File: src/rtl/sram_ctrl_pkg.sv
`timescale 1ns/1ps
package sram_ctrl_pkg;
  typedef enum logic [2:0] {
    ST_IDLE, ST_RD, ST_TURN, ST_WSET, ST_WPUL, ST_WHLD
  } ctrl_st_e;

  function automatic int ns_to_cyc(input int ns, input int clk_ns);
    int c;
    c = (ns + clk_ns - 1) / clk_ns;
    if (c < 1) c = 1;
    return c;
  endfunction
endpackage

File: src/rtl/sram_wait_timer.sv
`timescale 1ns/1ps
module sram_wait_timer #(
  parameter int CW = 5
) (
  input  logic          clk,
  input  logic          rst_n,
  input  logic          load,
  input  logic [CW-1:0] load_val,
  output logic          done
);
  logic [CW-1:0] cnt_q;

  always_ff @(posedge clk or negedge rst_n) begin
    if (!rst_n)              cnt_q <= '0;
    else if (load)           cnt_q <= load_val;
    else if (cnt_q != '0)    cnt_q <= cnt_q - 1'b1;
  end

  assign done = (cnt_q == '0);


  load_take_chk: assert property (@(posedge clk) disable iff (!rst_n)
    load |=> (cnt_q == $past(load_val)));
endmodule

File: src/rtl/sram_ctrl_fsm.sv
`timescale 1ns/1ps
module sram_ctrl_fsm
  import sram_ctrl_pkg::*;
#(
  parameter int RD_CYC   = 17,
  parameter int WP_CYC   = 12,
  parameter int TURN_CYC = 7,
  parameter int CW       = 5
) (
  input  logic          clk,
  input  logic          rst_n,
  input  logic          req_valid,
  input  logic          req_write,
  input  logic          be_any,
  input  logic          tmr_done,
  output logic          req_ready,
  output logic          tmr_load,
  output logic [CW-1:0] tmr_val,
  output logic          latch,
  output logic          capture,
  output logic          release_l,
  output logic          clear_rd,
  output logic          ce_n,
  output logic          oe_n,
  output logic          we_n,
  output logic          drv_en,
  output logic          rsp_valid
);
  ctrl_st_e st_q;
  logic     accept;

  always_comb begin
    req_ready = (st_q == ST_IDLE);
    accept    = req_valid && req_ready;
    latch     = accept && be_any;
    clear_rd  = accept && !be_any;
    capture   = (st_q == ST_RD) && tmr_done;
    release_l = capture || (st_q == ST_WHLD);
    tmr_load  = 1'b0;
    tmr_val   = '0;
    if (latch && !req_write) begin
      tmr_load = 1'b1;
      tmr_val  = CW'(RD_CYC - 1);
    end else if (capture) begin
      tmr_load = 1'b1;
      tmr_val  = CW'(TURN_CYC - 1);
    end else if (st_q == ST_WSET) begin
      tmr_load = 1'b1;
      tmr_val  = CW'(WP_CYC - 1);
    end
  end

  always_ff @(posedge clk or negedge rst_n) begin
    if (!rst_n) begin
      st_q      <= ST_IDLE;
      ce_n      <= 1'b1;
      oe_n      <= 1'b1;
      we_n      <= 1'b1;
      drv_en    <= 1'b0;
      rsp_valid <= 1'b0;
    end else begin
      rsp_valid <= 1'b0;
      unique case (st_q)
        ST_IDLE: begin
          if (clear_rd) begin
            rsp_valid <= 1'b1;
          end else if (latch && req_write) begin
            ce_n <= 1'b0;
            st_q <= ST_WSET;
          end else if (latch) begin
            ce_n <= 1'b0;
            oe_n <= 1'b0;
            st_q <= ST_RD;
          end
        end
        ST_RD: begin
          if (tmr_done) begin
            rsp_valid <= 1'b1;
            ce_n      <= 1'b1;
            oe_n      <= 1'b1;
            st_q      <= ST_TURN;
          end
        end
        ST_TURN: begin
          if (tmr_done) st_q <= ST_IDLE;
        end
        ST_WSET: begin
          we_n   <= 1'b0;
          drv_en <= 1'b1;
          st_q   <= ST_WPUL;
        end
        ST_WPUL: begin
          if (tmr_done) begin
            we_n      <= 1'b1;
            drv_en    <= 1'b0;
            rsp_valid <= 1'b1;
            st_q      <= ST_WHLD;
          end
        end
        ST_WHLD: begin
          ce_n <= 1'b1;
          st_q <= ST_IDLE;
        end
        default: st_q <= ST_IDLE;
      endcase
    end
  end

  // cycles the output enable has been low, for the access-time check
  logic [CW:0] rd_age_q;
  always_ff @(posedge clk or negedge rst_n) begin
    if (!rst_n)     rd_age_q <= '0;
    else if (!oe_n) rd_age_q <= rd_age_q + 1'b1;
    else            rd_age_q <= '0;
  end


  rd_access_chk: assert property (@(posedge clk) disable iff (!rst_n)
    $rose(oe_n) |-> (rd_age_q >= (CW+1)'(RD_CYC)));

  oe_we_excl_chk: assert property (@(posedge clk) disable iff (!rst_n)
    !(!oe_n && !we_n));

  wr_ack_chk: assert property (@(posedge clk) disable iff (!rst_n)
    $rose(we_n) |-> rsp_valid);

  ready_idle_chk: assert property (@(posedge clk) disable iff (!rst_n)
    req_ready |-> (ce_n && we_n && oe_n));

  ack_single_chk: assert property (@(posedge clk) disable iff (!rst_n)
    (rsp_valid && !req_ready) |=> !rsp_valid);
endmodule

File: src/rtl/sram_lane_path.sv
`timescale 1ns/1ps
module sram_lane_path #(
  parameter int ADDR_W = 18,
  parameter int DATA_W = 16,
  localparam int LANES = DATA_W / 8
) (
  input  logic              clk,
  input  logic              rst_n,
  input  logic              latch,
  input  logic              release_l,
  input  logic              capture,
  input  logic              clear_rd,
  input  logic [ADDR_W-1:0] req_addr,
  input  logic [DATA_W-1:0] req_wdata,
  input  logic [LANES-1:0]  req_be,
  input  logic [DATA_W-1:0] dq_in,
  output logic [ADDR_W-1:0] mem_addr,
  output logic [LANES-1:0]  mem_bs_n,
  output logic [DATA_W-1:0] dq_out,
  output logic [DATA_W-1:0] rsp_rdata
);
  logic [ADDR_W-1:0] addr_q;

  always_ff @(posedge clk or negedge rst_n) begin
    if (!rst_n)     addr_q <= '0;
    else if (latch) addr_q <= req_addr;
  end
  assign mem_addr = addr_q;

  for (genvar g = 0; g < LANES; g++) begin : g_lane
    logic       bs_q;
    logic [7:0] wd_q;
    logic [7:0] rd_q;

    always_ff @(posedge clk or negedge rst_n) begin
      if (!rst_n) begin
        bs_q <= 1'b1;
        wd_q <= '0;
        rd_q <= '0;
      end else begin
        if (latch) begin
          bs_q <= ~req_be[g];
          wd_q <= req_wdata[g*8 +: 8];
        end else if (release_l) begin
          bs_q <= 1'b1;
        end
        if (capture)       rd_q <= bs_q ? 8'h00 : dq_in[g*8 +: 8];
        else if (clear_rd) rd_q <= 8'h00;
      end
    end

    assign mem_bs_n[g]          = bs_q;
    assign dq_out[g*8 +: 8]     = wd_q;
    assign rsp_rdata[g*8 +: 8]  = rd_q;
  end


  lane_map_chk: assert property (@(posedge clk) disable iff (!rst_n)
    latch |=> (mem_bs_n == ~$past(req_be)));
endmodule

File: src/rtl/sram_async_ctrl.sv
`timescale 1ns/1ps
module sram_async_ctrl
  import sram_ctrl_pkg::*;
#(
  parameter int ADDR_W    = 18,
  parameter int DATA_W    = 16,
  parameter int CLK_NS    = 5,
  parameter int T_ACC_NS  = 85,
  parameter int T_OE_NS   = 40,
  parameter int T_BS_NS   = 40,
  parameter int T_WP_NS   = 60,
  parameter int T_TURN_NS = 35,
  localparam int LANES    = DATA_W / 8
) (
  input  logic              clk,
  input  logic              rst_n,
  input  logic              req_valid,
  output logic              req_ready,
  input  logic              req_write,
  input  logic [ADDR_W-1:0] req_addr,
  input  logic [DATA_W-1:0] req_wdata,
  input  logic [LANES-1:0]  req_be,
  output logic              rsp_valid,
  output logic [DATA_W-1:0] rsp_rdata,
  output logic [ADDR_W-1:0] mem_addr,
  output logic              mem_ce_n,
  output logic              mem_oe_n,
  output logic              mem_we_n,
  output logic [LANES-1:0]  mem_bs_n,
  output logic [DATA_W-1:0] mem_dq_out,
  output logic              mem_dq_oe,
  input  logic [DATA_W-1:0] mem_dq_in
);
  localparam int ACC_C    = ns_to_cyc(T_ACC_NS, CLK_NS);
  localparam int OE_C     = ns_to_cyc(T_OE_NS, CLK_NS);
  localparam int BS_C     = ns_to_cyc(T_BS_NS, CLK_NS);
  localparam int RD_A     = (ACC_C > OE_C) ? ACC_C : OE_C;
  localparam int RD_CYC   = (RD_A > BS_C) ? RD_A : BS_C;
  localparam int WP_CYC   = ns_to_cyc(T_WP_NS, CLK_NS);
  localparam int TURN_CYC = ns_to_cyc(T_TURN_NS, CLK_NS);
  localparam int MAX_A    = (RD_CYC > WP_CYC) ? RD_CYC : WP_CYC;
  localparam int MAX_C    = (MAX_A > TURN_CYC) ? MAX_A : TURN_CYC;
  localparam int CW       = $clog2(MAX_C + 1);

  logic          tmr_load, tmr_done;
  logic [CW-1:0] tmr_val;
  logic          latch, capture, release_l, clear_rd;

  sram_wait_timer #(.CW(CW)) u_timer (
    .clk(clk), .rst_n(rst_n), .load(tmr_load), .load_val(tmr_val), .done(tmr_done)
  );

  sram_ctrl_fsm #(
    .RD_CYC(RD_CYC), .WP_CYC(WP_CYC), .TURN_CYC(TURN_CYC), .CW(CW)
  ) u_fsm (
    .clk(clk), .rst_n(rst_n), .req_valid(req_valid), .req_write(req_write),
    .be_any(|req_be), .tmr_done(tmr_done), .req_ready(req_ready),
    .tmr_load(tmr_load), .tmr_val(tmr_val), .latch(latch), .capture(capture),
    .release_l(release_l), .clear_rd(clear_rd), .ce_n(mem_ce_n),
    .oe_n(mem_oe_n), .we_n(mem_we_n), .drv_en(mem_dq_oe), .rsp_valid(rsp_valid)
  );

  sram_lane_path #(.ADDR_W(ADDR_W), .DATA_W(DATA_W)) u_path (
    .clk(clk), .rst_n(rst_n), .latch(latch), .release_l(release_l),
    .capture(capture), .clear_rd(clear_rd), .req_addr(req_addr),
    .req_wdata(req_wdata), .req_be(req_be), .dq_in(mem_dq_in),
    .mem_addr(mem_addr), .mem_bs_n(mem_bs_n), .dq_out(mem_dq_out),
    .rsp_rdata(rsp_rdata)
  );

  // cycles since output enable was last low, saturating
  logic [CW-1:0] gap_q;
  always_ff @(posedge clk or negedge rst_n) begin
    if (!rst_n)                    gap_q <= CW'(TURN_CYC);
    else if (!mem_oe_n)            gap_q <= '0;
    else if (gap_q < CW'(TURN_CYC)) gap_q <= gap_q + 1'b1;
  end


  turn_gap_chk: assert property (@(posedge clk) disable iff (!rst_n)
    $rose(mem_dq_oe) |-> (gap_q >= CW'(TURN_CYC)));

  drive_in_we_chk: assert property (@(posedge clk) disable iff (!rst_n)
    mem_dq_oe |-> !mem_we_n);

  we_hold_chk: assert property (@(posedge clk) disable iff (!rst_n)
    (!mem_we_n && $past(!mem_we_n)) |->
      ($stable(mem_addr) && $stable(mem_bs_n) && $stable(mem_dq_out)));
endmodule

File: config.mk
export PLATFORM = sky130hd
export DESIGN_NAME = sram_async_ctrl
export DESIGN_NICKNAME = d
export VERILOG_FILES = /design/src/rtl/sram_ctrl_pkg.sv /design/src/rtl/sram_wait_timer.sv /design/src/rtl/sram_ctrl_fsm.sv /design/src/rtl/sram_lane_path.sv /design/src/rtl/sram_async_ctrl.sv
export SDC_FILE = /design/constraint.sdc
export NUM_CORES = 1
export LEC_CHECK = 0
export BUFFER_PORTS_ARGS = -buffer_cell sky130_fd_sc_hd__clkbuf_2
export CAP_MARGIN = 0
export CORE_MARGIN = 3
export CORE_UTILIZATION = 44
export CTS_BUF_LIST = sky130_fd_sc_hd__clkbuf_8
export CTS_CLUSTER_SIZE = 30
export DETAILED_ROUTE_END_ITERATION = 8
export PLACE_DENSITY = 0.74
export SYNTH_ARGS = -nofsm -noshare
export SYNTH_HDL_FRONTEND = slang
export SYNTH_HIERARCHICAL = 1
export SYNTH_SLANG_ARGS = --single-unit
File: constraint.sdc
create_clock -name clk -period 6.2 [get_ports clk]
set_input_delay 1.24 -clock clk [delete_from_list [all_inputs] [get_ports clk]]
set_output_delay 1.24 -clock clk [all_outputs]
set_load 0.01 [all_outputs]
### Word-level counts from Yosys, hierarchy flattened

Cells that the tools add are included.

| word-level totals | value |
|---|---|
| bits in registers | 65 |
| input bits | 56 |
| logic and storage cells | 90 |

| operators by class | value |
|---|---|
| add/sub/neg operators | 1 |
| eq/ne operators | 12 |
| multiplexer cells | 37 |
| bitwise logic cells | 2 |
| reductions and logical operators | 24 |

Operators by type and width:

| operator | count |
|---|---|
| 8-bit 2-to-1 mux | 5 |
| 5-bit 2-to-1 mux | 4 |
| 3-bit 2-to-1 mux | 6 |
| 1-bit 2-to-1 mux | 15 |
| 3-bit case mux with 5 select lines | 1 |
| 5-bit AND reduction | 2 |
| 2-bit nonzero test | 5 |
| 2-bit by 1-bit inequality test with 1-bit output, second input constant | 4 |
| 1-bit case mux with 2 select lines | 4 |
| 3-bit by 2-bit equality test with 1-bit output, second input constant | 2 |
| 3-bit equality test, second input constant | 2 |
| 1-bit logical AND | 6 |
| 5-bit zero test | 1 |
| 5-bit nonzero test | 1 |
| 5-bit by 1-bit subtractor with 5-bit output, second input constant | 1 |
| 4-bit 2-to-1 mux | 1 |
| 2-bit inequality test, second input constant | 2 |
| 4-bit AND reduction | 1 |
| 2-bit OR reduction | 2 |
| 3-bit by 1-bit equality test with 1-bit output, second input constant | 1 |
| 3-bit zero test | 1 |
| 3-bit by 1-bit inequality test with 1-bit output, second input constant | 1 |
| 1-bit case mux with 3 select lines | 1 |
| 3-bit nonzero test | 1 |
| other kinds (4) | 6 |

### Depth between registers and ports, before layout

Gate-level depths: netlist of run 1.

| depth | value |
|---|---|
| depth after elaboration | 7 |
| mapped depth | 9 |

### By module

The synthesis of run 1 kept the hierarchy.

By module, submodules not included:

| module | instances | cells each | area each (um2) | seq. area each (um2) |
|---|---|---|---|---|
| sram_lane_path | 1 | 118 | 2,016.9 | 1,303.8 |
| sram_ctrl_fsm | 1 | 51 | 475.5 | 203.9 |
| sram_wait_timer | 1 | 27 | 279.0 | 125.1 |
| sram_async_ctrl | 1 | 1 | 6.3 | 0.0 |

### Worst setup path after synthesis of run 1

OpenSTA, ideal clock, no wires.

| path | value |
|---|---|
| path kind | input to register |
| from | in req_be[1] |
| to | reg u_timer.cnt_q[2] |
| setup time | 0.096 ns |
| arrival time | 2.326 ns |
| data required time | 6.104 ns |
| path slack | 3.778 ns |
| stages on the path | 6 |
| buffers on the path | 1 |
| cells stage by stage | or2_1 > nand2_1 > nor3_4 > or2_1 > clkbuf_1 > o31ai_1 |

| between the ends | value |
|---|---|
| word-level cells in the longest chain between the ends | 5 |

Ends and longest elaborated chain:

| item | line | RTL |
|---|---|---|
| start, declared | sram_async_ctrl.sv:22 | `input logic [LANES-1:0] req_be,` |
| 2-bit OR reduction * | sram_async_ctrl.sv:57 | `.be_any(\|req_be), .tmr_done(tmr_done), .req_ready(req_ready),` |
| 1-bit logical AND * | sram_ctrl_fsm.sv:35 | `latch = accept && be_any;` |
| 1-bit logical AND * | sram_ctrl_fsm.sv:41 | `if (latch && !req_write) begin` |
| 1-bit 2-to-1 mux * | sram_ctrl_fsm.sv:41 |  |
| named net tmr_load | sram_async_ctrl.sv:45 | `logic tmr_load, tmr_done;` |
| 5-bit 2-to-1 mux / 2-bit nonzero test (equally long branches) | n/a |  |
| end signal, assigned | sram_wait_timer.sv:15 | `else if (load) cnt_q <= load_val;` |
| end signal, assigned | sram_wait_timer.sv:16 | `else if (cnt_q != '0) cnt_q <= cnt_q - 1'b1;` |
| end, declared | sram_wait_timer.sv:11 | `logic [CW-1:0] cnt_q;` |

The timed path passes the listed nets; every way through them passes the cells marked *.
A chain may end at the register's enable or synchronous reset.

### Worst setup path after layout of run 1

| path | value |
|---|---|
| from | in req_be[1] |
| to | reg u_path.addr_q[7], in the netlist u_path/mem_addr[7] |

| between the ends | value |
|---|---|
| word-level cells in the longest chain between the ends | 2 |

Ends and longest elaborated chain:

| item | line | RTL |
|---|---|---|
| 2-bit OR reduction | sram_async_ctrl.sv:57 |  |
| 1-bit logical AND | sram_ctrl_fsm.sv:35 |  |
| named net latch | sram_async_ctrl.sv:47 | `logic latch, capture, release_l, clear_rd;` |
| end signal, assigned | sram_lane_path.sv:26 | `else if (latch) addr_q <= req_addr;` |
| end, declared | sram_lane_path.sv:22 | `logic [ADDR_W-1:0] addr_q;` |

The timed path passes the listed nets, and every way through them passes these cells.

==> summary.md, run 1 <==
| Metric | Value |
|---|---|
| Overall global routing resource usage | 0.167 |
| Clock root buffer | clkbuf_8 |
| Maximum root-to-sink buffer count | 2 |
| Area of the mapped netlist | 0.00278 mm2 |
| Total Nets Final | 365 |
| TritonCTS clock tree | built |
| CP peak stage delay | 0.93 ns |
| Total of hold buffers inserted after clock tree synthesis | 0 |
| Number of clock sinks | 65 |
| First-pass GRT wire length | 9.59 mm |
| Category of the worst setup path capture point | register |
| Synth area leaders | dfrtp_1 (54%), mux2_4 (8.6%), mux2_2 (8.1%) |
| Setup violators final | 0 |
| Shortest clock period the worst path allows after layout | 2.81 ns |
| H-Tree Level Count | 3 |
| Busiest layer in global routing | met2 |
| Worst Tran Pin Value | 1.18 ns |
| Final Wtd Congestion | 0.706 |
| Height of the die | 85.5 um |
| Count of placed standard cells in the final layout, fillers left out | 388 |
| Post-DP HPWL | 4.09 mm |
| Worst-path maximum fanout | 38 |
| Via count of the first global-routing pass | 2038 |
| Leakage power summed over all cells | 1.80 nW |
| Post-synthesis instance total | 197 |
| # diodes | 0 |
| Number of placement rows | 28 |
| Clock Pin Slew Worst Setup and Hold Paths | 0.07 ns |
| Met3 Use GR | 0.0456 |
| Number of DRC violations after detailed routing | 0 |
| Mean cell area of the mapped netlist | 14.1 um2 |
| Status | finished, final reports clean |
| Postcts setup bufs | 0 |
| DR WL/cell | 14.9 um |
| Most frequently used flop master after synthesis | dfrtp_1 |
| Max-Cap Viols | 0 |
| Sequential fraction of the synthesis area | 0.588 |
| Top cell types by occurrence after synthesis | dfrtp_1 (60), mux2_2 (20), mux2_4 (16), a22o_1 (14), nand2_1 (9) |
| Count of flip-flops with a built-in enable after synthesis | 0 |
| Final setup skew | 0.00720 ns |
| Setup repair after global routing missed its margin | false |
| Number of input and output port buffers inserted | 113 |
| Area Growth Syn to Fin | 28.5% |
| Smallest hold slack | 0.495 ns |
| Clock insertion delay at the later pin of the skew report | 0.33 ns |
| Type of origin of the critical path | input port |
| Classification of the worst setup path | in2reg |
| Cell accounting for the most synthesized area | dfrtp_1 |
| Overflow left after global routing | 0 |
| Ys Warns | 6 |
| Largest net degree at the start of global routing | 66 |
| CTS resizes | 0 |
| Via-per-instance ratio | 5.04 |
| Top cell type's share of synthesized area | 0.541 |
| Number of antenna violations at the first check in global routing | 0 |
| Worst EP arrival | 3.03 ns |
| Power density cells | 551 mW/mm2 |
| Antenna viol nets, final | 0 |
| Total negative setup slack | 0 ns |
| Async set-or-reset flop fraction in the synthesized netlist | 1.00 |
| Met2 track demand over resource in global routing | 0.266 |
| Slew HR | 0.211 |
| Fraction of the cycle the final worst path needs | 0.453 |
| Number of buffers inserted during clock tree synthesis | 9 |
| Ports placed on the boundary | 114 |
| Worst Path Required | 6.42 ns |
| Worst path setup slack after routing | 3.39 ns |
| Worst-path cell chain | clkbuf_2, or2_1, nand2_1, nor2_4, mux2_2 |
| Count of state elements after synthesis | 65 |
| Setup WS pre-CTS | 3.02 ns |
| Leading cell type by number of instances after synthesis | dfrtp_1 |
| Slowest cell on crit path | nor2_4 |
| Die span in x | 85.5 um |
| Max IR drop VDD | 0.259 mV |
| Yosys cell types | 41 |
| Placeable Area | 0.00603 mm2 |
| Met1 track utilization from global routing | 0.210 |
| Total nets after synthesis | 254 |
| Violation count after the first detailed-route iteration | 70 |
| Final routed wirelength across all metal layers | 5.78 mm |
| Hold Crit Class | reg2reg |
| Die Footprint | 0.00730 mm2 |
| F_max | 356 MHz |
| Initial Util | 0.461 |
| Instance count after placement with tap cells included | 372 |
| Proportion of layout cells with a drive suffix above 1 | 0.578 |
| Hold Vio Cnt, Final | 0 |
| Final Max Slew Viols | 0 |
| DR pass1 iterations | 4 |
| Detailed-route via count | 1956 |
==> layout by cell type, fill, tap and decap left out, drive strengths merged <==
cell and count:
o21a 1, or2 3, a21oi 5, clkbuf 122
o21ai 6, a32o 2, nand2 9, nand3b 1
nor4bb 1, nand3 1, nor2 6, a22o 14
dfstp 5, o22a 1, or3 1, nor3b 3
dfrtp 60, ha 1, inv 10, a21bo 1
nor3 5, clkinv 2, bufinv 2, buf 1
a311oi 1, xnor2 3, and4bb 1, mux2 36
nor4b 1, and2 1, a221oi 1, and2b 1
nor2b 2, o31ai 3
==> worst max-delay path: cells and delay by family <==
kind | cells | cell delay, ns
mux | 1 | 0.43
buf+inv | 1 | 0.08
simple gates | 3 | 1.26
==> per-stage QoR <==
| stage | total power (W) | area (um2) | utilization |
|---|---|---|---|
| floorplan | 0.00131 | 2780 | - |
| global placement | 0.00156 | 3350 | 0.555 |
| detailed placement | 0.00158 | 3350 | 0.555 |
| CTS | 0.00199 | 3570 | 0.592 |
| global route | 0.00210 | 3570 | 0.592 |
| finish | 0.00197 | 3570 | 0.592 |
==> worst paths after layout <==
check,slack [ns],end,start,cells past startpoint
setup / recovery,3.39,u_path/mem_addr[7],req_be[1],5
hold / removal,0.50,u_fsm/drv_en,u_fsm/drv_en,2
setup reg to reg,3.71,u_path/mem_addr[7],u_fsm/st_q[1],3
hold reg to reg,0.50,u_fsm/drv_en,u_fsm/drv_en,2
max in group asynchronous,4.58,u_timer/cnt_q[3],rst_n,2
min in group asynchronous,1.07,u_path/mem_addr[5],rst_n,2
==> kinds of logic after synthesis <==
group / after synthesis / synth area share
fa+ha+maj: 1 / 0.00450
flops: 65 / 0.588
mux: 36 / 0.168
xor+xnor: 3 / 0.00946
compound gates: 35 / 0.0964
simple gates: 36 / 0.0865
buf+inv: 21 / 0.0477
==> state kept, by name, summed over array words and instances (netlist names) <==
register,count
u_fsm/we_n,1
u_fsm/rsp_valid,1
u_path/g_lane.wd_q,16
u_path/g_lane.rd_q,16
u_timer/cnt_q,5
u_path/mem_addr,18
u_fsm/drv_en,1
u_path/g_lane.bs_q,2
u_fsm/ce_n,1
u_fsm/st_q,3
u_fsm/oe_n,1
==> power by group <==
| part | total [W] | switching, W | internal, W |
|---|---|---|---|
| logic | 0.000780 | 0.000363 | 0.000417 |
| clock network | 0.000404 | 0.000173 | 0.000231 |
| registers | 0.000784 | 0.000141 | 0.000643 |
==> area by class of cell <==
cell class	count	area [um2]
clock buffer	9	124
clock inverter	7	100
fill	521	2460
inverter	7	26.3
multi-input combinational	111	1020
sequential	65	1630
tap	75	93.8
timing repair buffer	114	573
==> metal layers <==
layer,up-vias,routed length [um]
met1,950,2440
met2,82,2790
met3,4,483
met4,0,60
li1,920,-
met5,-,0
No activity file was read; power rests on OpenSTA's default activity.
==> run 2: changes to the inputs <==
==> constraint.sdc (replaced) <==
create_clock -name clk -period 2.7 [get_ports clk]
set_input_delay 0.54 -clock clk [delete_from_list [all_inputs] [get_ports clk]]
set_output_delay 0.54 -clock clk [all_outputs]
set_load 0.01 [all_outputs]
==> summary.md, run 2 (synthesis results as in run 1) <==
| Metric | Value |
|---|---|
| Status | finished, final reports clean |
| Fraction of the cycle the final worst path needs | 0.807 |
| Met1 track utilization from global routing | 0.216 |
| Number of antenna violations at the first check in global routing | 0 |
| Max IR drop VDD | 0.627 mV |
| Postcts setup bufs | 0 |
| Register-to-Register Setup Slack | 0.52 ns |
| Register share of total power | 0.405 |
| Reg-to-reg critical path startpoint | u_timer/cnt_q[0] |
| Number of DRC violations after detailed routing | 0 |
| Overall global routing resource usage | 0.171 |
| Total negative setup slack | 0 ns |
| Height of the die | 85.5 um |
| Total Nets Final | 367 |
| Hold Crit Class | in2async |
| Setup repair after global routing missed its margin | false |
| TritonCTS clock tree | built |
| Maximum root-to-sink buffer count | 2 |
| H-Tree Level Count | 3 |
| CP peak stage delay | 0.46 ns |
| Classification of the worst setup path | reg2reg |
| Leakage power summed over all cells | 1.80 nW |
| Met3 Use GR | 0.0456 |
| F_max | 459 MHz |
| Largest register FFs | 18 |
| First-pass GRT wire length | 9.84 mm |
| Instance count after placement with tap cells included | 374 |
| Power density cells | 1240 mW/mm2 |
| Multi-input combinational cell area | 0.00102 mm2 |
| Area Growth Syn to Fin | 29.1% |
| Clock root buffer | clkbuf_8 |
| Worst-path maximum fanout | 8 |
| Ports placed on the boundary | 114 |
| Sequential cell area | 0.00163 mm2 |
| P_sw | 0.00156 W |
| Most common library cell in the layout ignoring fill and taps | clkbuf_2 |
| Overflow left after global routing | 0 |
| Die Footprint | 0.00730 mm2 |
| Number of buffers inserted during clock tree synthesis | 9 |
| P_int | 0.00289 W |
| Final routed wirelength across all metal layers | 5.73 mm |
| R2R cell count | 6 |
| Clock network fraction of design power | 0.187 |
| Detailed-route via count | 1957 |
| Shortest clock period the worst path allows after layout | 2.18 ns |
| Number of input and output port buffers inserted | 113 |
| Via-per-instance ratio | 5.02 |
| Placeable Area | 0.00603 mm2 |
| DR WL/cell | 14.7 um |
| Initial Util | 0.461 |
| Busiest layer in global routing | met2 |
| Number of placement rows | 28 |
| Worst Path Required | 2.98 ns |
| Clock Pin Slew Worst Setup and Hold Paths | 0.08 ns |
| CTS resizes | 0 |
| Final Wtd Congestion | 0.717 |
| Number of filler cells placed in the layout | 494 |
| Proportion of layout cells with a drive suffix above 1 | 0.581 |
| Clock insertion delay at the later pin of the skew report | 0.34 ns |
| Hold Vio Cnt, Final | 0 |
| Worst-path cell chain | inv_1, ha_1, nor4b_4, and4bb_2, nor2b_2, a22o_1 |
| Slowest cell on crit path | nor4b_4 |
| Setup violators final | 0 |
| Met2 track demand over resource in global routing | 0.270 |
| Category of the worst setup path capture point | register |
| Worst Tran Pin Value | 0.633 ns |
| Total of hold buffers inserted after clock tree synthesis | 0 |
| Count of placed standard cells in the final layout, fillers left out | 390 |
| Most frequent cells in the layout | clkbuf_2 (113), dfrtp_1 (60), mux2_2 (20) |
| DR pass1 iterations | 5 |
| Violation count after the first detailed-route iteration | 70 |
| Final setup skew | 0.0129 ns |
| Net switching fraction of the power | 0.351 |
| Worst EP arrival | 2.46 ns |
| Antenna viol nets, final | 0 |
| Type of origin of the critical path | register |
| Via count of the first global-routing pass | 2022 |
| Largest net degree at the start of global routing | 42 |
| Slew HR | 0.578 |
| # diodes | 0 |
| Combinational cell fraction of total power | 0.408 |
| Final Max Slew Viols | 0 |
| Post-DP HPWL | 4.18 mm |
| Reg-to-Reg End | u_path/g_lane[0].rd_q[1] |
| Max-Cap Viols | 0 |
| Die span in x | 85.5 um |
| Number of clock sinks | 65 |
run 2: power groups by stage:
stage                     Clock [W]  Sequential, W  Combinational [W]
after floorplan                   0        0.00194            0.00106
after CTS                  0.000853        0.00181            0.00185
after global routing       0.000905        0.00188            0.00200
after global placement            0        0.00180            0.00179
final                      0.000833        0.00180            0.00182
after detailed placement          0        0.00181            0.00184
run 2: area by class of cell:
class	instances	share of cell area
clock buffer	9	0.0345
clock inverter	7	0.0213
inverter	7	0.00733
multi-input combinational	111	0.284
sequential	65	0.455
tap	75	0.0262
timing repair buffer	116	0.171
run 2: per-layer routing:
metal / vias up / routed length (um)
met5: - / 0
met4: 0 / 109
met3: 8 / 456
met2: 79 / 2820
met1: 948 / 2340
li1: 922 / -
run 2: worst max path at each step:
stage	start	endpoint	slack [ns]
floorplan	u_timer/cnt_q[0]	u_path/g_lane[1].rd_q[5]	0.69
global placement	u_timer/cnt_q[0]	u_path/g_lane[0].rd_q[3]	0.66
detailed placement	u_timer/cnt_q[0]	u_path/g_lane[0].rd_q[7]	0.53
CTS	u_timer/cnt_q[0]	u_path/g_lane[0].rd_q[1]	0.52
global route	u_timer/cnt_q[0]	u_path/g_lane[0].rd_q[3]	0.36
finish	u_timer/cnt_q[0]	u_path/g_lane[0].rd_q[1]	0.52
run 2: critical path, delay by kind of cell (launching register included):
kind | cells | cell delay, ns
AO/OA/AOI/OAI | 1 | 0.20
flip-flops | 1 | 0.38
buffers and inverters | 1 | 0.09
adder cells (fa/ha/maj) | 1 | 0.21
AND/OR/NAND/NOR | 3 | 1.25
run 2: through the flow:
stage	worst slack, ns	cell area [um2]	total power, W	util	hold WS, ns
2_1_floorplan	0.693	2780	0.00300	-	0.244
3_3_place_gp	0.659	3390	0.00359	0.562	0.478
6_report	0.520	3590	0.00445	0.595	0.209
5_1_grt	0.361	3590	0.00479	0.595	0.245
3_5_place_dp	0.533	3390	0.00366	0.562	0.483
4_1_cts	0.515	3590	0.00451	0.595	0.225
